<file path="src/rtl/susmod_pkg.sv">
package susmod_pkg;

    // Register addresses
    localparam logic [7:0] ADDR_PMEN   = 8'h80;
    localparam logic [7:0] ADDR_IRQWIN = 8'h8C;
    localparam logic [7:0] ADDR_VIDWIN = 8'h8D;
    localparam logic [7:0] ADDR_HICNT  = 8'h94;
    localparam logic [7:0] ADDR_LOCNT  = 8'h95;
    localparam logic [7:0] ADDR_CFG    = 8'h96;

    // Bit positions
    localparam int CFG_EN_BIT  = 0;
    localparam int PM_IRQ_BIT  = 3;
    localparam int PM_VID_BIT  = 4;
    localparam int NUM_SOURCES = 2;

    typedef enum logic [1:0] {
        ST_IDLE,
        ST_RUN_HI,
        ST_RUN_LO,
        ST_BOOST
    } phase_e;

    typedef struct packed {
        logic [7:0] hi_cnt;
        logic [7:0] lo_cnt;
        logic [7:0] cfg;
        logic [7:0] pmen;
        logic [7:0] irq_win;
        logic [7:0] vid_win;
    } regs_t;

endpackage

</file>
<file path="src/rtl/susmod_tick.sv">
module susmod_tick #(
    parameter int TICK_CYC = 1600
) (
    input  logic clk,
    input  logic rst_n,
    output logic tick
);
    localparam int CW = (TICK_CYC > 2) ? $clog2(TICK_CYC) : 1;
    localparam logic [CW-1:0] LAST = CW'(TICK_CYC - 1);

    logic [CW-1:0] div_q;

    always_ff @(posedge clk or negedge rst_n) begin
        if (!rst_n) begin
            div_q <= '0;
        end else if (div_q == LAST) begin
            div_q <= '0;
        end else begin
            div_q <= div_q + 1'b1;
        end
    end

    always_comb tick = (div_q == LAST);

    AST_TICK_GAP: assert property (@(posedge clk) disable iff (!rst_n)
        tick |=> !tick);

endmodule

</file>
<file path="src/rtl/susmod_regs.sv">
module susmod_regs
    import susmod_pkg::*;
(
    input  logic       clk,
    input  logic       rst_n,
    input  logic       we,
    input  logic [7:0] addr,
    input  logic [7:0] wdata,
    output logic [7:0] rdata,
    output regs_t      regs
);
    always_ff @(posedge clk or negedge rst_n) begin
        if (!rst_n) begin
            regs <= '0;
        end else if (we) begin
            case (addr)
                ADDR_HICNT:  regs.hi_cnt  <= wdata;
                ADDR_LOCNT:  regs.lo_cnt  <= wdata;
                ADDR_CFG:    regs.cfg     <= wdata;
                ADDR_PMEN:   regs.pmen    <= wdata;
                ADDR_IRQWIN: regs.irq_win <= wdata;
                ADDR_VIDWIN: regs.vid_win <= wdata;
                default: ;
            endcase
        end
    end

    always_comb begin
        case (addr)
            ADDR_HICNT:  rdata = regs.hi_cnt;
            ADDR_LOCNT:  rdata = regs.lo_cnt;
            ADDR_CFG:    rdata = regs.cfg;
            ADDR_PMEN:   rdata = regs.pmen;
            ADDR_IRQWIN: rdata = regs.irq_win;
            ADDR_VIDWIN: rdata = regs.vid_win;
            default:     rdata = 8'h00;
        endcase
    end

    AST_REG_HOLD: assert property (@(posedge clk) disable iff (!rst_n)
        !we |=> $stable(regs));

endmodule

</file>
<file path="src/rtl/susmod_boost.sv">
module susmod_boost #(
    parameter int MS_TICKS = 31
) (
    input  logic       clk,
    input  logic       rst_n,
    input  logic       tick,
    input  logic       trigger,
    input  logic [7:0] win,
    output logic       busy
);
    localparam int TW = 8 + $clog2(MS_TICKS + 1);

    logic [TW-1:0] left_q;
    logic [TW-1:0] load_val;

    always_comb load_val = TW'(win) * TW'(MS_TICKS);

    always_ff @(posedge clk or negedge rst_n) begin
        if (!rst_n) begin
            left_q <= '0;
        end else if (trigger) begin
            left_q <= load_val;
        end else if (tick && left_q != '0) begin
            left_q <= left_q - 1'b1;
        end
    end

    always_comb busy = (left_q != '0);

    AST_WINDOW_NO_GROW: assert property (@(posedge clk) disable iff (!rst_n)
        (!trigger && left_q != '0) |=> (left_q <= $past(left_q)));

endmodule

</file>
<file path="src/rtl/susmod_fsm.sv">
module susmod_fsm
    import susmod_pkg::*;
(
    input  logic       clk,
    input  logic       rst_n,
    input  logic       tick,
    input  logic       en,
    input  logic       hold,
    input  logic [7:0] hi_len,
    input  logic [7:0] lo_len,
    output logic       susp_n
);
    phase_e     state_q, state_d;
    logic [7:0] cnt_q, cnt_d;

    always_comb begin
        state_d = state_q;
        cnt_d   = cnt_q;
        if (!en) begin
            state_d = ST_IDLE;
            cnt_d   = '0;
        end else if (hold) begin
            state_d = ST_BOOST;
            cnt_d   = '0;
        end else begin
            unique case (state_q)
                ST_IDLE, ST_BOOST: begin
                    if (hi_len == 8'd0 && lo_len != 8'd0) begin
                        state_d = ST_RUN_LO;
                        cnt_d   = lo_len;
                    end else begin
                        state_d = ST_RUN_HI;
                        cnt_d   = hi_len;
                    end
                end
                ST_RUN_HI: begin
                    if (cnt_q == 8'd0 || (tick && cnt_q == 8'd1)) begin
                        if (lo_len != 8'd0) begin
                            state_d = ST_RUN_LO;
                            cnt_d   = lo_len;
                        end else begin
                            cnt_d   = hi_len;
                        end
                    end else if (tick) begin
                        cnt_d = cnt_q - 1'b1;
                    end
                end
                ST_RUN_LO: begin
                    if (tick && cnt_q <= 8'd1) begin
                        if (hi_len != 8'd0) begin
                            state_d = ST_RUN_HI;
                            cnt_d   = hi_len;
                        end else if (lo_len != 8'd0) begin
                            cnt_d   = lo_len;
                        end else begin
                            state_d = ST_RUN_HI;
                            cnt_d   = 8'd0;
                        end
                    end else if (tick) begin
                        cnt_d = cnt_q - 1'b1;
                    end
                end
            endcase
        end
    end

    always_ff @(posedge clk or negedge rst_n) begin
        if (!rst_n) begin
            state_q <= ST_IDLE;
            cnt_q   <= '0;
        end else begin
            state_q <= state_d;
            cnt_q   <= cnt_d;
        end
    end

    always_comb susp_n = (state_q != ST_RUN_LO);

    AST_IDLE_PIN_HIGH: assert property (@(posedge clk) disable iff (!rst_n)
        !en |=> susp_n);
    AST_HOLD_PIN_HIGH: assert property (@(posedge clk) disable iff (!rst_n)
        hold |=> susp_n);
    AST_LO_NONZERO: assert property (@(posedge clk) disable iff (!rst_n)
        (state_q == ST_RUN_LO) |-> (cnt_q != 8'd0));
    AST_PHASE_STABLE: assert property (@(posedge clk) disable iff (!rst_n)
        (en && !hold && state_q == ST_RUN_LO && !tick)
            |=> ($stable(cnt_q) && state_q == ST_RUN_LO));

endmodule

</file>
<file path="src/rtl/susmod_throttle.sv">
module susmod_throttle
    import susmod_pkg::*;
#(
    parameter int CLK_KHZ  = 50000,
    parameter int TICK_US  = 32,
    parameter int TICK_CYC = CLK_KHZ * TICK_US / 1000,
    parameter int MS_TICKS = 1000 / TICK_US
) (
    input  logic       clk,
    input  logic       rst_n,
    input  logic       reg_we,
    input  logic [7:0] reg_addr,
    input  logic [7:0] reg_wdata,
    output logic [7:0] reg_rdata,
    input  logic       irq_act,
    input  logic       vid_act,
    output logic       susp_n
);
    regs_t                  regs;
    logic                   tick;
    logic [NUM_SOURCES-1:0] trig;
    logic [NUM_SOURCES-1:0] busy;
    logic [7:0]             win [NUM_SOURCES];
    logic                   hold;
    logic                   unused_cfg_bits;

    susmod_tick #(.TICK_CYC(TICK_CYC)) u_tick (
        .clk   (clk),
        .rst_n (rst_n),
        .tick  (tick)
    );

    susmod_regs u_regs (
        .clk   (clk),
        .rst_n (rst_n),
        .we    (reg_we),
        .addr  (reg_addr),
        .wdata (reg_wdata),
        .rdata (reg_rdata),
        .regs  (regs)
    );

    always_comb begin
        trig[0] = irq_act & regs.pmen[PM_IRQ_BIT];
        trig[1] = vid_act & regs.pmen[PM_VID_BIT];
        win[0]  = regs.irq_win;
        win[1]  = regs.vid_win;
    end

    for (genvar g = 0; g < NUM_SOURCES; g++) begin : g_boost
        susmod_boost #(.MS_TICKS(MS_TICKS)) u_boost (
            .clk     (clk),
            .rst_n   (rst_n),
            .tick    (tick),
            .trigger (trig[g]),
            .win     (win[g]),
            .busy    (busy[g])
        );
    end

    always_comb hold = (|trig) | (|busy);
    always_comb unused_cfg_bits = ^{regs.cfg[7:1], regs.pmen[7:5], regs.pmen[2:0]};

    susmod_fsm u_fsm (
        .clk    (clk),
        .rst_n  (rst_n),
        .tick   (tick),
        .en     (regs.cfg[CFG_EN_BIT]),
        .hold   (hold),
        .hi_len (regs.hi_cnt),
        .lo_len (regs.lo_cnt),
        .susp_n (susp_n)
    );

endmodule

</file>
<file path="config.mk">
export PLATFORM = sky130hd
export DESIGN_NAME = susmod_throttle
export DESIGN_NICKNAME = d
export VERILOG_FILES = /design/src/rtl/susmod_pkg.sv /design/src/rtl/susmod_tick.sv /design/src/rtl/susmod_regs.sv /design/src/rtl/susmod_boost.sv /design/src/rtl/susmod_fsm.sv /design/src/rtl/susmod_throttle.sv
export SDC_FILE = /design/constraint.sdc
export NUM_CORES = 1
export LEC_CHECK = 0
export ABC_CLOCK_PERIOD_IN_PS = 7900
export CORE_ASPECT_RATIO = 0.5
export CORE_UTILIZATION = 49
export DETAILED_ROUTE_END_ITERATION = 8
export PLACE_DENSITY = 0.67
export SLEW_MARGIN = 10
export SYNTH_ARGS = -nofsm -noshare
export SYNTH_HDL_FRONTEND = slang
export SYNTH_SLANG_ARGS = --single-unit
</file>
<file path="constraint.sdc">
create_clock -name clk -period 7.9 [get_ports clk]
set_input_delay 0.79 -clock clk [delete_from_list [all_inputs] [get_ports clk]]
set_output_delay 0.79 -clock clk [all_outputs]
set_load 0.01 [all_outputs]
</file>
Word level (Yosys, flattened, before mapping):

Index checks and enable logic that the tools add are counted.

* bits in registers: 95
* bits of input ports: 21
* output and inout bits: 9
* logic and storage cells: 87

* $add $sub $neg: 4
* multiply operators: 2
* magnitude comparators: 1
* equality and inequality tests: 16
* mux-type cells: 25
* bitwise logic cells: 3
* reduce and logical (&&, ||, !) cells: 25

Operator list (number)
* 2-to-1 mux 8 bit: 9
* 2-to-1 mux 13 bit: 4
* == test 8 bit, second input constant: 6
* case mux 8 bit (6 select lines): 1
* multiplier 8 x 5 -> 13 bit, second input constant: 2
* nonzero test 13 bit: 2
* subtractor 13 x 1 -> 13 bit, second input constant: 2
* case mux 8 bit (3 select lines): 1
* logical NOT 8 bit: 2
* 2-to-1 mux 2 bit: 8
* nonzero test 8 bit: 2
* != test 4 x 3 -> 1 bit, second input constant: 3
* AND reduction 2 bit: 6
* adder 11 x 1 -> 11 bit, second input constant: 1
* == test 11 bit, second input constant: 1
* 2-to-1 mux 11 bit: 1
* == test 8 x 1 -> 1 bit, second input constant: 1
* <= comparator 8 x 1 -> 1 bit, second input constant: 1
* subtractor 8 x 1 -> 8 bit, second input constant: 1
* case mux 2 bit (3 select lines): 1
* OR reduction 2 bit: 3
* logical AND 1 bit: 5
* != test 5 bit, second input constant: 1
* == test 2 bit, second input constant: 2
* 8 further kinds: 10

Longest topological paths before layout:

Gate-level depths: netlist of the first run.

* depth in word-level cells: 7
* mapped depth: 14
* gate-level depth less buffers: 13

Cells and area by module:

From an unflattened synthesis of the first run, not the netlist that was laid out.

* cell total of the unflattened synthesis: 778
* area, all modules: 7631.1 um^2

Modules (own cells, without submodules)
* susmod_regs: times used 1, cells each 178, area each 2349.8 um^2, seq. area each 1201.2 um^2
* susmod_boost (g_boost[1].u_boost): times used 1, cells each 208, area each 1841.8 um^2, seq. area each 325.3 um^2
* susmod_boost (g_boost[0].u_boost): times used 1, cells each 198, area each 1785.5 um^2, seq. area each 325.3 um^2
* susmod_fsm: times used 1, cells each 142, area each 1096.1 um^2, seq. area each 250.2 um^2
* susmod_tick: times used 1, cells each 49, area each 531.8 um^2, seq. area each 275.3 um^2
* susmod_throttle: times used 1, cells each 3, area each 26.3 um^2, seq. area each 0.0 um^2

Worst setup path before layout of the first run:

No wires, ideal clock.

* path type: reg2reg
* start point: register, netlist name u_regs.regs[0]
* end point: register g_boost[1].u_boost.left_q[10]
* library setup time: 138 ps
* arrival time: 3343 ps
* required time: 7762 ps
* setup slack: 4419 ps
* cell stages (with the launch flop): 13
* path buffers: 0
* clock period less this slack: 3481 ps
* path through: dfrtp_1 > fa_1 > fa_1 > inv_1 > fa_1 > inv_1 > ha_1 > a21o_1 > a21oi_1 > o21ai_0 > o41ai_1 > xor2_1 > o21ai_0

* word-level cells in the longest chain between the ends: 2

RTL lines
* multiplier 8 x 5 -> 13 bit: line susmod_boost.sv:16 `always_comb load_val = TW'(win) * TW'(MS_TICKS);`
* 2-to-1 mux 13 bit: line susmod_boost.sv:21 `end else if (trigger) begin`
* to (signal assigned): line susmod_boost.sv:22 `left_q <= load_val;`
* to (signal assigned): line susmod_boost.sv:24 `left_q <= left_q - 1'b1;`
* to (decl): line susmod_boost.sv:13 `logic [TW-1:0] left_q;`

No other way between the ends.
A chain may end at the register's enable or synchronous reset.

Worst setup path after layout of the first run:

* start point: input reg_addr[0]
* end point: output reg_rdata[7]

* word-level cells in the longest chain between the ends: 2
* elaborated cells between the ends (all ways): 7
* classes of those cells: 6 x eq/ne; 1 x mux

RTL lines
* from (decl): line susmod_throttle.sv:12 `input logic [7:0] reg_addr,`
* == test 8 bit: line susmod_regs.sv:29 `case (addr)`
* case mux 8 bit (6 select lines) *: line susmod_regs.sv:29
* to (decl): line susmod_throttle.sv:14 `output logic [7:0] reg_rdata,`

Mark *: on every way between the ends. The rest lies on a longest branch, timed or not.

==> results of run 1 <==
-- layout make-up --
class | instances | area [sq um] | area share
Timing Repair Buffer | 30 | 295 | 0.0370
Clock inverter | 6 | 52.6 | 0.00658
Inverter | 85 | 319 | 0.0399
Multi-Input combinational cell | 552 | 4460 | 0.559
Tap cell | 192 | 240 | 0.0301
Sequential cell | 95 | 2380 | 0.298
Clock buffer | 10 | 239 | 0.0299
-- report_power, final --
part,switching (mW),leakage (nW),internal (mW)
combinational,0.155,2.32,0.129
clock,0.196,0.137,0.226
sequential,0.0752,1.25,0.542
-- registers in the layout, summed over array words and instances (netlist names) --
signal	cells
u_tick.div_q	11
u_regs.regs	48
u_fsm.state_q	2
g_boost.u_boost.left_q	26
u_fsm.cnt_q	8
-- placed cells by master (no fill, tap or decap), drive strengths merged, types with 3 or more instances in the layout --
cell,instances
a211oi,3
a21o,16
a21oi,33
a22oi,24
a31oi,4
and2,9
and3,4
clkbuf,10
clkdlybuf4s50,28
dfrtp,95
fa,34
ha,47
inv,87
mux2,50
mux2i,7
nand2,55
nand3,25
nand4,14
nand4b,5
nor2,39
nor3,22
nor3b,6
nor4,16
nor4b,7
o211ai,10
o21a,3
o21ai,32
o41ai,6
or2,3
or3,3
or4,4
xnor2,28
xor2,18
-- per-stage QoR --
stage / instance area, sq um / worst slack, ns / utilization / hold slack [ns] / instances
floorplan: 7250 / 4.42 / - / 0.455 / 751
global placement: 7700 / 3.93 / 0.550 / 0.487 / 954
detailed placement: 7700 / 3.88 / 0.550 / 0.492 / 954
CTS: 7990 / 3.88 / 0.571 / 0.299 / 970
global route: 7990 / 3.74 / 0.571 / 0.309 / 970
finish: 7990 / 3.84 / 0.571 / 0.296 / 970
-- worst paths after layout --
path | startpoint | to | slack [ns] | cells past startpoint
worst max-delay path | reg_addr[0] | reg_rdata[7] | 3.84 | 6
worst min-delay path | rst_n | u_tick.div_q[7] | 0.30 | 1
worst max register to register | u_regs.regs[0] | g_boost[1].u_boost.left_q[10] | 4.01 | 12
worst min register to register | u_tick.div_q[4] | u_tick.div_q[4] | 0.50 | 1
max in group asynchronous | rst_n | g_boost[0].u_boost.left_q[3] | 6.37 | 2
min in group clk | u_tick.div_q[4] | u_tick.div_q[4] | 0.50 | 1
-- cells by family (layout without fill, tap and decap cells) --
family                   count (synthesis)  in the layout  share of synthesized area
XOR/XNOR                                46             46                     0.0556
AND/OR/NAND/NOR                        217            217                      0.160
adder cells (fa/ha/maj)                 81             81                      0.175
AO/OA/AOI/OAI                          151            151                      0.138
buffers and inverters                  104            131                     0.0564
multiplexers                            57             57                     0.0873
flip-flops                              95             95                      0.328
-- cell usage after synthesis, types with 3 or more instances --
cell type	number
nor2_1	39
a211oi_1	3
and3_1	4
buf_2	3
nand3_1	25
or4_1	4
a22oi_1	24
nand4_1	14
or3_1	3
clkbuf_1	13
dfrtp_1	95
o21a_1	3
a21o_1	16
a31oi_1	4
nor3_1	20
nand2_1	54
o21ai_0	32
mux2i_1	7
a21oi_1	33
nand4b_1	5
inv_1	85
and2_1	9
nor4_1	14
fa_1	34
or2_2	3
o41ai_1	6
xnor2_1	28
nor3b_1	4
nor4b_1	6
xor2_1	18
ha_1	47
o211ai_1	10
mux2_2	50
-- routing by layer --
metal	part of all wire	track usage	up-vias	routed length, um
met1	0.48	0.319	2760	8030
met5	0	0	-	0
met4	0.0088	0.0510	0	146
met2	0.45	0.367	130	7500
li1	-	-	2719	-
met3	0.053	0.0516	15	881
-- worst register-to-register path: cells and delay by family, from the launching register on --
family	cells	cell delay, ns
XOR/XNOR	1	0.22
adder cells (fa/ha/maj)	4	1.92
AO/OA/AOI/OAI	5	1.06
buffers and inverters	2	0.11
flip-flops	1	0.45
==> impl_metrics.tcl, run 1 <==
set metrics [dict create \
    start_util 0.518 \
    power_mw 1.32 \
    die_area_sq_mm 0.0153 \
    grt_pass1_vias 5379 \
    final-max-slew-violation-count 0 \
    synth_ff_type "dfrtp_1" \
    cts-root-buf "clkbuf_16" \
    synth_top_cell_by_area "dfrtp_1" \
    cts_buffer_depth 2 \
    wl_per_cell_um 17.1 \
    via_per_inst 5.80 \
    synth.ff_latch_count 95 \
    track_usage 0.229 \
    overflow 0 \
    worstSkewPairLatency_ns 0.35 \
    cp_common_cell "clkdlybuf4s50_1" \
    cap_viol_max_count 0 \
    async_flop_share 1.00 \
    setup_tns_ns 0 \
    clock-sinks 95 \
    p_leak_nw 3.71 \
    rows 30 \
    fill_cells 1259 \
    hold_path_class "in -> async" \
    cts_tree "done" \
    crit_arrival_ns 3.27 \
    synth.distinct_cells 57 \
    core_area_sq_mm 0.0140 \
    crit_chain "clkdlybuf4s50_1 -> or4_1 -> nor3b_2 -> a22oi_1 -> nand3_1 -> clkdlybuf4s50_1" \
    max_freq_mhz 246 \
    synth_edf_count 0 \
    ir_worst_vdd_v 0.000120 \
    synth_top_area_share 0.328 \
    grt_pass1_wl_mm 27.4 \
    syn_to_final_growth_pct 10.2 \
    wl_mm 16.6 \
    path_max_fanout 9 \
    grt_max_degree 78 \
    die-width_um 174 \
    n_antenna_cell 0 \
    status "finished, final reports clean" \
    finalClockSkew_ns 0.00962 \
    cp-end-kind "output port" \
    cts.repair.resized 0 \
    slowest_stage "or4_1" \
    h-tree-depth 3 \
    vias 5624 \
    power_density_mw_per_mm2 166 \
    num_io_pins 30 \
    cp_top_family "simple AND/OR/NAND/NOR gates" \
    worst_slew_pin_slew_ns 0.963 \
    gp_congestion 0.883 \
    ant_nets 0 \
    antenna_found_initial 0 \
    post-route-period-util 0.514 \
    avgSynthCellArea_sq_um 9.65 \
    cp.required_ns 7.11 \
    drive_above_1_share 0.103 \
    drtIter0Drc 436 \
    cts_hold_buf 0 \
    crit_path_start_kind "input port" \
    rsz0062_at_grt "no" \
    port_buffers 29 \
    route.detailed.drc 0 \
    cts_setup_buffers 0 \
    slowest_delay_ns 0.56 \
    nets 875 \
    finalSetupViolCount 0 \
    drt-pass1-iter-count 4 \
    clk_pin_slew_ns 0.07 \
    synth_area_leaders "dfrtp_1 (33%), fa_1 (9.4%), ha_1 (8.1%), mux2_2 (7.8%), inv_1 (4.4%)" \
    yosysSeqAreaShare 0.328 \
    synthesis.nets 853 \
    ys_warn_count 0 \
    synth_cells 751 \
    die_h_um 88.0 \
    hold_viol_final 0 \
    path_class "in -> out" \
    period_needed_ns 4.06 \
    cts_buffers 9 \
    worst_slew_margin_rel 0.358 \
    hpwl_mm 12.8 \
    syn_area_sq_mm 0.00725 \
    crit_buf_inv 2 \
]
Note: power is estimated with default switching activity, not from simulation.
==> inputs of run 2 (changes only) <==
--- a/config.mk
+++ b/config.mk
@@ -5,11 +5,11 @@
 export SDC_FILE = /design/constraint.sdc
 export NUM_CORES = 1
 export LEC_CHECK = 0
-export ABC_CLOCK_PERIOD_IN_PS = 7900
+export ABC_CLOCK_PERIOD_IN_PS = 3410
 export CORE_ASPECT_RATIO = 0.5
 export CORE_UTILIZATION = 49
 export DETAILED_ROUTE_END_ITERATION = 8
-export PLACE_DENSITY = 0.67
+export PLACE_DENSITY = 0.69
 export SLEW_MARGIN = 10
 export SYNTH_ARGS = -nofsm -noshare
 export SYNTH_HDL_FRONTEND = slang
==> constraint.sdc (replaced) <==
create_clock -name clk -period 3.41 [get_ports clk]
set_input_delay 0.341 -clock clk [delete_from_list [all_inputs] [get_ports clk]]
set_output_delay 0.341 -clock clk [all_outputs]
set_load 0.01 [all_outputs]
==> run 2 against run 1 <==
  * Design area grew 9.0%
  * Die area is the same
  * Worst setup slack got worse by 3.9 ns
  * Critical endpoint is now g_boost[1].u_boost.left_q[10]
  * The flow now finishes with violations (setup timing)
==> impl_metrics.tcl, run 2 (synthesis results as in run 1) <==
set metrics [dict create \
    h-tree-depth 3 \
    crit_chain "fa_1 -> fa_1 -> inv_1 -> fa_1 -> inv_2 -> ha_4 -> a21o_1 -> a21oi_4 -> o21ai_2 -> o41ai_2 -> xor2_1 -> o21ai_1" \
    die_h_um 88.0 \
    nets 941 \
    regMostFlops "u_regs.regs" \
    port_buffers 29 \
    crit_buf_inv 2 \
    max_freq_mhz 288 \
    drive_above_1_share 0.223 \
    rows 30 \
    crit_path_start_kind "register" \
    mostFrequentLayoutCells "dfrtp_1 (94), inv_1 (73), buf_4 (66)" \
    period_needed_ns 3.47 \
    finalSetupViolCount 4 \
    die_area_sq_mm 0.0153 \
    intPower_mw 2.17 \
    num_io_pins 30 \
    track_usage 0.246 \
    gp_congestion 0.964 \
    die-width_um 174 \
    design_area_sq_mm 0.00871 \
    setup_tns_ns -0.0737 \
    wl_mm 18.1 \
    grt_max_degree 51 \
    cts_buffer_depth 2 \
    route.detailed.drc 0 \
    vias 5955 \
    overflow 0 \
    drt-pass1-iter-count 5 \
    ant_nets 0 \
    ir_worst_vdd_v 0.000255 \
    start_util 0.518 \
    via_per_inst 5.75 \
    core_area_sq_mm 0.0140 \
    slowest_stage "fa_1" \
    worst_slew_pin_slew_ns 0.682 \
    n_antenna_cell 0 \
    grt_pass1_wl_mm 29.4 \
    post-route-period-util 1.02 \
    cts_buffers 9 \
    pwr-share-clk 0.304 \
    largest_register_ffs 48 \
    layout_commonest_cell "dfrtp_1" \
    cts_tree "done" \
    fill_cells 1127 \
    status "complete, but fails checks" \
    path_max_fanout 4 \
    placed_area_sq_mm 0.00818 \
    final-max-slew-violation-count 0 \
    hpwl_mm 13.6 \
    cp_common_cell "fa_1" \
    top_regs "u_regs.regs: 48 flops, g_boost.u_boost.left_q: 26 flops, u_tick.div_q: 11 flops" \
    cts-root-buf "clkbuf_16" \
    sw_frac_of_total 0.329 \
    finalClockSkew_ns 0.00870 \
    seqPwrFrac 0.436 \
    hold_path_class "in -> async" \
    rsz0062_at_grt "yes" \
    grt_pass1_vias 5846 \
    crit_arrival_ns 3.70 \
    clk_pin_slew_ns 0.07 \
    wl_per_cell_um 17.4 \
    p_comb_frac 0.260 \
    cp-end-kind "register" \
    violations "setup timing" \
    antenna_found_initial 0 \
    hold_viol_final 0 \
    drtIter0Drc 620 \
    place_ws_ns -0.134 \
    power_density_mw_per_mm2 372 \
    multiInputGateArea_sq_mm 0.00469 \
    cp.required_ns 3.64 \
    slowest_delay_ns 0.54 \
    clock-sinks 95 \
    path_class "reg -> reg" \
    worst_slew_margin_rel 0.546 \
    cp_top_family "adder cells" \
    cap_viol_max_count 0 \
    setup_slack_ns -0.0592 \
    p_leak_nw 4.07 \
    seqCellArea_sq_mm 0.00238 \
    p_switching_mw 1.07 \
    syn_to_final_growth_pct 20.1 \
    worstSkewPairLatency_ns 0.35 \
]
==> run 2: cell type report <==
cell class                      count  area share
Tap cell                          192      0.0276
Clock inverter                      7     0.00661
Sequential cell                    95       0.273
Multi-Input combinational cell    552       0.539
Timing Repair Buffer               96      0.0917
Clock buffer                        9      0.0259
Inverter                           85      0.0366
==> run 2: per-stage QoR <==
| stage | hold slack [ns] | utilization | std cells | power, mW |
|---|---|---|---|---|
| final | 0.0194 | 0.622 | 1036 | 3.24 |
| after detailed placement | 0.428 | 0.584 | 1009 | 2.20 |
| after global placement | 0.427 | 0.584 | 1009 | 2.17 |
| after CTS | 0.0480 | 0.611 | 1031 | 3.20 |
| after floorplan | 0.0454 | - | 751 | 1.91 |
| after global routing | 0.0820 | 0.622 | 1036 | 3.42 |
==> run 2: per-layer routing <==
layer / track usage / vias up / wire, um
li1: - / 2846 / -
met1: 0.333 / 2921 / 8420
met2: 0.405 / 158 / 8370
met3: 0.0516 / 30 / 950
met4: 0.0710 / 0 / 320
met5: 0 / - / 0
==> run 2: repair_timing <==
| action | CTS | global route |
|---|---|---|
| setup endpoints to repair | 8 | 12 |
| buffers inserted | 6 | 5 |
| hold buffers | 0 | 0 |
| resized for setup | 9 | 33 |
| pin swaps | 10 | 29 |
| cloned | 0 | 0 |
==> run 2: final timing paths <==
| check | slack, ns | from | endpoint | depth (start not counted) |
|---|---|---|---|---|
| worst max-delay path | -0.06 | u_regs.regs[1] | g_boost[1].u_boost.left_q[10] | 12 |
| worst min-delay path | 0.02 | rst_n | u_tick.div_q[8] | 1 |
| worst max register to register | -0.06 | u_regs.regs[1] | g_boost[1].u_boost.left_q[10] | 12 |
| worst min register to register | 0.49 | u_tick.div_q[0] | u_tick.div_q[0] | 1 |
| max in group asynchronous | 2.58 | rst_n | u_regs.regs[30] | 2 |
| min in group clk | 0.49 | u_tick.div_q[0] | u_tick.div_q[0] | 1 |
==> run 2: power groups by stage <==
stage	combinational [mW]	clock, mW	sequential [mW]
6_report	0.843	0.983	1.41
5_1_grt	0.944	1.04	1.43
4_1_cts	0.792	1.00	1.41
3_5_place_dp	0.768	0	1.43
3_3_place_gp	0.746	0	1.42
2_1_floorplan	0.515	0	1.40
==> run 2: worst reg2reg max path, stage by stage (launching register included) <==
cell     delay, ns
dfrtp_1       0.43
fa_1          0.52
fa_1          0.54
inv_1         0.06
fa_1          0.49
inv_2         0.04
ha_4          0.22
a21o_1        0.18
a21oi_4       0.16
o21ai_2       0.08
o41ai_2       0.36
xor2_1        0.18
o21ai_1       0.07
